[config.mk]
export PLATFORM = sky130hd
export DESIGN_NAME = xchg_fabric
export DESIGN_NICKNAME = d
export VERILOG_FILES = /design/src/rtl/xchg_pkg.sv /design/src/rtl/xchg_core_regs.sv /design/src/rtl/xchg_lane_or.sv /design/src/rtl/xchg_fabric.sv
export SDC_FILE = /design/constraint.sdc
export NUM_CORES = 2
export LEC_CHECK = 0
export BUFFER_PORTS_ARGS = -buffer_cell sky130_fd_sc_hd__buf_2
export CORE_AREA = 2 2 406 408
export CTS_CLUSTER_DIAMETER = 80
export DETAILED_ROUTE_END_ITERATION = 6
export DIE_AREA = 0 0 408 410
export PLACE_DENSITY = 0.64
export SETUP_SLACK_MARGIN = 0.1
export SYNTH_ARGS = -nofsm -noshare
export SYNTH_HDL_FRONTEND = slang
export SYNTH_HIERARCHICAL = 1
export SYNTH_SLANG_ARGS = --single-unit
[constraint.sdc]
create_clock -name clk_i -period 0.9 [get_ports clk_i]
set_input_delay 0.18 -clock clk_i [delete_from_list [all_inputs] [get_ports clk_i]]
set_output_delay 0.18 -clock clk_i [all_outputs]
set_load 0.01 [all_outputs]
[src/rtl/xchg_pkg.sv]
package xchg_pkg;
  localparam int unsigned NUM_CORES = 8;
  localparam int unsigned WORD_W    = 32;
  localparam int unsigned LANE_W    = 8;
  localparam int unsigned NUM_LANES = WORD_W / LANE_W;
endpackage

[src/rtl/xchg_core_regs.sv]
module xchg_core_regs #(
  parameter int unsigned WORD_W = 32,
  parameter int unsigned FILT_W = 32
) (
  input  logic              clk_i,
  input  logic              rst_ni,
  input  logic              data_we_i,
  input  logic [WORD_W-1:0] data_wdata_i,
  input  logic              dir_we_i,
  input  logic [WORD_W-1:0] dir_wdata_i,
  input  logic              filt_we_i,
  input  logic [FILT_W-1:0] filt_wdata_i,
  output logic [WORD_W-1:0] data_o,
  output logic [WORD_W-1:0] dir_o,
  output logic [WORD_W-1:0] drive_o,
  output logic [FILT_W-1:0] filt_o
);
  logic [WORD_W-1:0] data_q, dir_q, drive_q;
  logic [FILT_W-1:0] filt_q, filt_p_q;

  always_ff @(posedge clk_i or negedge rst_ni) begin
    if (!rst_ni) begin
      data_q <= '0;
      dir_q  <= '0;
      filt_q <= '0;
    end else begin
      if (data_we_i) data_q <= data_wdata_i;
      if (dir_we_i)  dir_q  <= dir_wdata_i;
      if (filt_we_i) filt_q <= filt_wdata_i;
    end
  end

  // matched stage: masked data and filter move together
  always_ff @(posedge clk_i or negedge rst_ni) begin
    if (!rst_ni) begin
      drive_q  <= '0;
      filt_p_q <= '0;
    end else begin
      drive_q  <= data_q & dir_q;
      filt_p_q <= filt_q;
    end
  end

  assign data_o  = data_q;
  assign dir_o   = dir_q;
  assign drive_o = drive_q;
  assign filt_o  = filt_p_q;
endmodule

[src/rtl/xchg_lane_or.sv]
module xchg_lane_or #(
  parameter int unsigned NUM_CORES = 8,
  parameter int unsigned LANE_W    = 8
) (
  input  logic [NUM_CORES*LANE_W-1:0] src_i,
  input  logic [NUM_CORES-1:0]        sel_i,
  output logic [LANE_W-1:0]           lane_o
);
  always_comb begin
    lane_o = '0;
    for (int c = 0; c < NUM_CORES; c++) begin
      lane_o = lane_o | (src_i[c*LANE_W +: LANE_W] & {LANE_W{sel_i[c]}});
    end
  end
endmodule

[src/rtl/xchg_fabric.sv]
module xchg_fabric
  import xchg_pkg::*;
#(
  parameter int unsigned N_CORES = NUM_CORES,
  parameter int unsigned W_WORD  = WORD_W,
  parameter int unsigned W_LANE  = LANE_W
) (
  input  logic                      clk_i,
  input  logic                      rst_ni,
  input  logic [N_CORES-1:0]        data_we_i,
  input  logic [N_CORES*W_WORD-1:0] data_wdata_i,
  input  logic [N_CORES-1:0]        dir_we_i,
  input  logic [N_CORES*W_WORD-1:0] dir_wdata_i,
  input  logic [N_CORES-1:0]        filt_we_i,
  input  logic [N_CORES*W_WORD-1:0] filt_wdata_i,
  output logic [N_CORES*W_WORD-1:0] rdata_o
);
  localparam int unsigned N_LANES = W_WORD / W_LANE;
  localparam int unsigned FILT_W  = N_LANES * N_CORES;
  localparam int unsigned FLAT_W  = N_CORES * W_WORD;

  logic [FLAT_W-1:0]         data_w, dir_w, drive_w;
  logic [N_CORES*FILT_W-1:0] filt_w;
  logic [N_LANES-1:0][N_CORES*W_LANE-1:0] lane_src;
  logic [FLAT_W-1:0]         rdata_nxt, rdata_q;

  for (genvar c = 0; c < N_CORES; c++) begin : g_core
    xchg_core_regs #(.WORD_W(W_WORD), .FILT_W(FILT_W)) u_regs (
      .clk_i        (clk_i),
      .rst_ni       (rst_ni),
      .data_we_i    (data_we_i[c]),
      .data_wdata_i (data_wdata_i[c*W_WORD +: W_WORD]),
      .dir_we_i     (dir_we_i[c]),
      .dir_wdata_i  (dir_wdata_i[c*W_WORD +: W_WORD]),
      .filt_we_i    (filt_we_i[c]),
      .filt_wdata_i (filt_wdata_i[c*W_WORD +: FILT_W]),
      .data_o       (data_w[c*W_WORD +: W_WORD]),
      .dir_o        (dir_w[c*W_WORD +: W_WORD]),
      .drive_o      (drive_w[c*W_WORD +: W_WORD]),
      .filt_o       (filt_w[c*FILT_W +: FILT_W])
    );
    for (genvar l = 0; l < N_LANES; l++) begin : g_src
      assign lane_src[l][c*W_LANE +: W_LANE] = drive_w[c*W_WORD + l*W_LANE +: W_LANE];
    end
  end

  // reader r, lane l: OR of cores picked by mask bits [l*N_CORES +: N_CORES]
  for (genvar r = 0; r < N_CORES; r++) begin : g_rd
    for (genvar l = 0; l < N_LANES; l++) begin : g_lane
      xchg_lane_or #(.NUM_CORES(N_CORES), .LANE_W(W_LANE)) u_or (
        .src_i  (lane_src[l]),
        .sel_i  (filt_w[r*FILT_W + l*N_CORES +: N_CORES]),
        .lane_o (rdata_nxt[r*W_WORD + l*W_LANE +: W_LANE])
      );
    end
  end

  always_ff @(posedge clk_i or negedge rst_ni) begin
    if (!rst_ni) rdata_q <= '0;
    else         rdata_q <= rdata_nxt;
  end

  assign rdata_o = rdata_q;
endmodule

==> results_dict.tcl <==
set metrics [dict create \
    outcome "finished with violations" \
    violations "DRC, hold timing, setup timing" \
    synth.top_cells.by_area "dfrtp_1 61%, mux2_4 17%, a22oi_1 12%" \
    nFillCells 11600 \
    ys_warn_count 6 \
    maxCapViolCount 0 \
    grt_first_pass_wirelength_um 440000 \
    cts_buffers 164 \
    postLayoutSetupSlackWorst_ns -0.802 \
    clkTransAtPathRegs_ns 0.07 \
    core_sq_um 163000 \
    power-per-cell-area_nw_per_um2 2100 \
    drc_errors 1 \
    grt.overflow.total 0 \
    routabilityCongestion 0.991 \
    port_buffers 1049 \
    yosysSeqAreaShare_pct 60.7 \
    fin_skew_ns 0.0478 \
    num_rows 149 \
    syn-mean-instance-area_sq_um 15.1 \
    synth_cells 4192 \
    cp.arrival_ns 1.52 \
    post_route_cells_drive_above_1_share_pct 62.2 \
    yosysMostFrequentCell "dfrtp_1" \
    yosys_register_bits 1536 \
    wl_per_cell_um 34.9 \
    start_kind "flop" \
    critPathCaptureType "primary output" \
    rsz0062_at_grt "true" \
    synth-edff-count 0 \
    cts.sinks 1536 \
    wl_um 324000 \
    finalSetupViolCount 560 \
    synth_area_sq_um 63400 \
    hp-class "primary input to flop" \
    final_nets 7718 \
    vias_per_cell 5.99 \
    synth_area_leader_cell "dfrtp_1" \
    postLayoutCellArea_sq_um 100000 \
    crit_fanout 1 \
    fin_crit_ns 1.70 \
    ys.flop_type "dfrtp_1" \
    rr_endpoint "rdata_o[201]" \
    syn_nets 4986 \
    hold_viol_final 58 \
    root_buffer "clkbuf_16" \
    ant_nets 0 \
    whs_ns -0.102 \
    path_class "flop to primary output" \
    die-area_sq_um 167000 \
    worstHoldEndpoint "g_core[6].u_regs/dir_o[31]" \
    async_flop_share_pct 100 \
    worstSkewPairLatency_ns 0.81 \
    rrSetupSlack_ns -0.59 \
    vdd_ir_drop_max_v 0.00174 \
    p_leak_nw 44.2 \
    area_growth_pct 58.0 \
    dr.pass1.iters 7 \
    place_area_sq_um 76000 \
    holdCritStartpoint "dir_we_i[6]" \
    initial_core_util_pct 38.7 \
    worst_ep_required_time_ns 0.72 \
    yosysTopAreaCellShare_pct 60.7 \
    cts_tree "built" \
    grt.total_usage_pct 37.0 \
    grt_pass1_vias 58000 \
    dp_worst_setup_slack_ns -0.640 \
    pin_count 1050 \
    ys_types 10 \
    synth_top_cells_by_count "1536 x dfrtp_1, 1024 x a22oi_1, 720 x mux2_4, 256 x and2_1, 256 x nand4_1" \
    cts_buffer_depth 3 \
    fmax_ghz 0.588 \
    fin_crit_sh_pct 189 \
    htreeDepth 4 \
    finalMaxSlewViolations 0 \
    die_y_um 410 \
    antenna_found_initial 52 \
    relSlewSlack_pct 64.9 \
    reg2reg_depth 3 \
    p_total_mw 210 \
    timing.rr.start "g_core[2].u_regs/drive_o[9]" \
    min_path_cells 3 \
    worstMarginPinSlew_ns 0.527 \
    dr_total_vias 55600 \
    grt_max_degree 89 \
    drtIter0Drc 6512 \
    dp_hpwl_um 214000 \
    die_x_um 408 \
]
==> registers in the layout, summed over array words and instances (netlist names) <==
| register | count |
|---|---|
| g_core.u_regs/data_o | 256 |
| g_core.u_regs/dir_o | 256 |
| g_core.u_regs/drive_o | 256 |
| g_core.u_regs/filt_o | 256 |
| g_core.u_regs/filt_q | 256 |
| rdata_o | 256 |
==> worst max-delay path, cell delays in order (launching register included) <==
cell     delay, ns
dfrtp_2       0.46
buf_12        0.15
buf_6         0.11
==> area by class of cell <==
cell class                      instances  area, sq um  share of cell area [%]
Antenna cell                           40          100                   0.100
Clock buffer                          219         4650                    4.65
Clock inverter                         81         1020                    1.02
Multi-Input combinational cell       2304        25900                    25.9
Sequential cell                      1536        39000                    39.0
Tap cell                             2189         2740                    2.74
Timing Repair Buffer                 2918        26600                    26.6
==> metal layers <==
metal | up-vias | global-route usage (%) | wire length (um)
met5 | - | 0 | 152
met4 | 22 | 29.5 | 32900
met3 | 1550 | 10.8 | 32800
met2 | 4364 | 57.2 | 144000
met1 | 28300 | 43.1 | 114000
li1 | 21400 | - | -
==> repair_timing <==
item | 4_1_cts | 5_1_grt
endpoints found under the setup margin | 566 | 764
hold buffers | 785 | 5
setup buffers | 288 | 166
resized for setup | 1484 | 300
endpoints found under the hold margin | 2304 | 289
gates cloned | 0 | 4
pin swaps | 514 | 266
==> kinds of logic (layout without fill, tap and decap cells) <==
group	count (synthesis)	count (layout)	share of synthesized area, %
muxes	768	768	17.9
buffers and inverters	352	3218	4.22
AOI/OAI and AO/OA	1024	1024	12.1
DFF	1536	1536	60.7
and+or+nand+nor	512	512	5.06
other	0	40	0
==> through the flow <==
step,hold slack [ns],instances,utilization (%),TNS [ns]
detailed placement,0.147,7717,46.5,-171.01
global placement,0.146,7717,46.5,-169.36
global route,-0.101,9275,61.2,-236.67
finish,-0.102,9287,61.2,-225.27
floorplan,-0.116,4192,-,0
CTS,-0.136,9086,59.5,-223.66
==> placed cells by master (no fill, tap or decap) <==
| master | netlist | final |
|---|---|---|
| clkbuf_1 | 128 | 21 |
| buf_4 | 0 | 477 |
| inv_6 | 0 | 8 |
| clkinv_2 | 0 | 29 |
| diode_2 | 0 | 40 |
| clkbuf_8 | 0 | 34 |
| a22oi_2 | 0 | 721 |
| mux2_2 | 48 | 48 |
| clkinv_4 | 0 | 5 |
| dfrtp_2 | 0 | 461 |
| and2_1 | 256 | 230 |
| buf_8 | 0 | 7 |
| mux2_4 | 720 | 720 |
| buf_2 | 0 | 905 |
| buf_16 | 0 | 2 |
| clkbuf_16 | 0 | 168 |
| dfrtp_1 | 1536 | 1069 |
| dlymetal6s4s_1 | 0 | 5 |
| dlygate4sd3_1 | 0 | 783 |
| buf_6 | 24 | 499 |
| and2_4 | 0 | 18 |
| clkinv_16 | 0 | 6 |
| buf_12 | 72 | 236 |
| inv_16 | 0 | 3 |
| a22oi_1 | 1024 | 303 |
| inv_8 | 0 | 1 |
| dfrtp_4 | 0 | 6 |
| clkinvlp_4 | 0 | 14 |
| and2_2 | 0 | 8 |
| nand4_1 | 256 | 256 |
| bufinv_16 | 0 | 12 |
| clkinv_8 | 0 | 3 |
==> worst max path at each step <==
stage / from / endpoint / cells past startpoint
6_report: rdata_o[61] / rdata_o[61] / 2
5_1_grt: rdata_o[61] / rdata_o[61] / 2
4_1_cts: rdata_o[61] / rdata_o[61] / 2
3_5_place_dp: g_core[4].u_regs/drive_o[24] / rdata_o[24] / 3
3_3_place_gp: g_core[4].u_regs/drive_o[24] / rdata_o[24] / 3
2_1_floorplan: g_core[3].u_regs/filt_o[4] / rdata_o[100] / 3
==> power breakdown <==
part           switching, mW  internal, mW
registers               13.0          78.0
clock network           30.8          40.4
logic                   21.3          26.6
total                   65.2           145
Note: power is estimated with default switching activity, not from simulation.
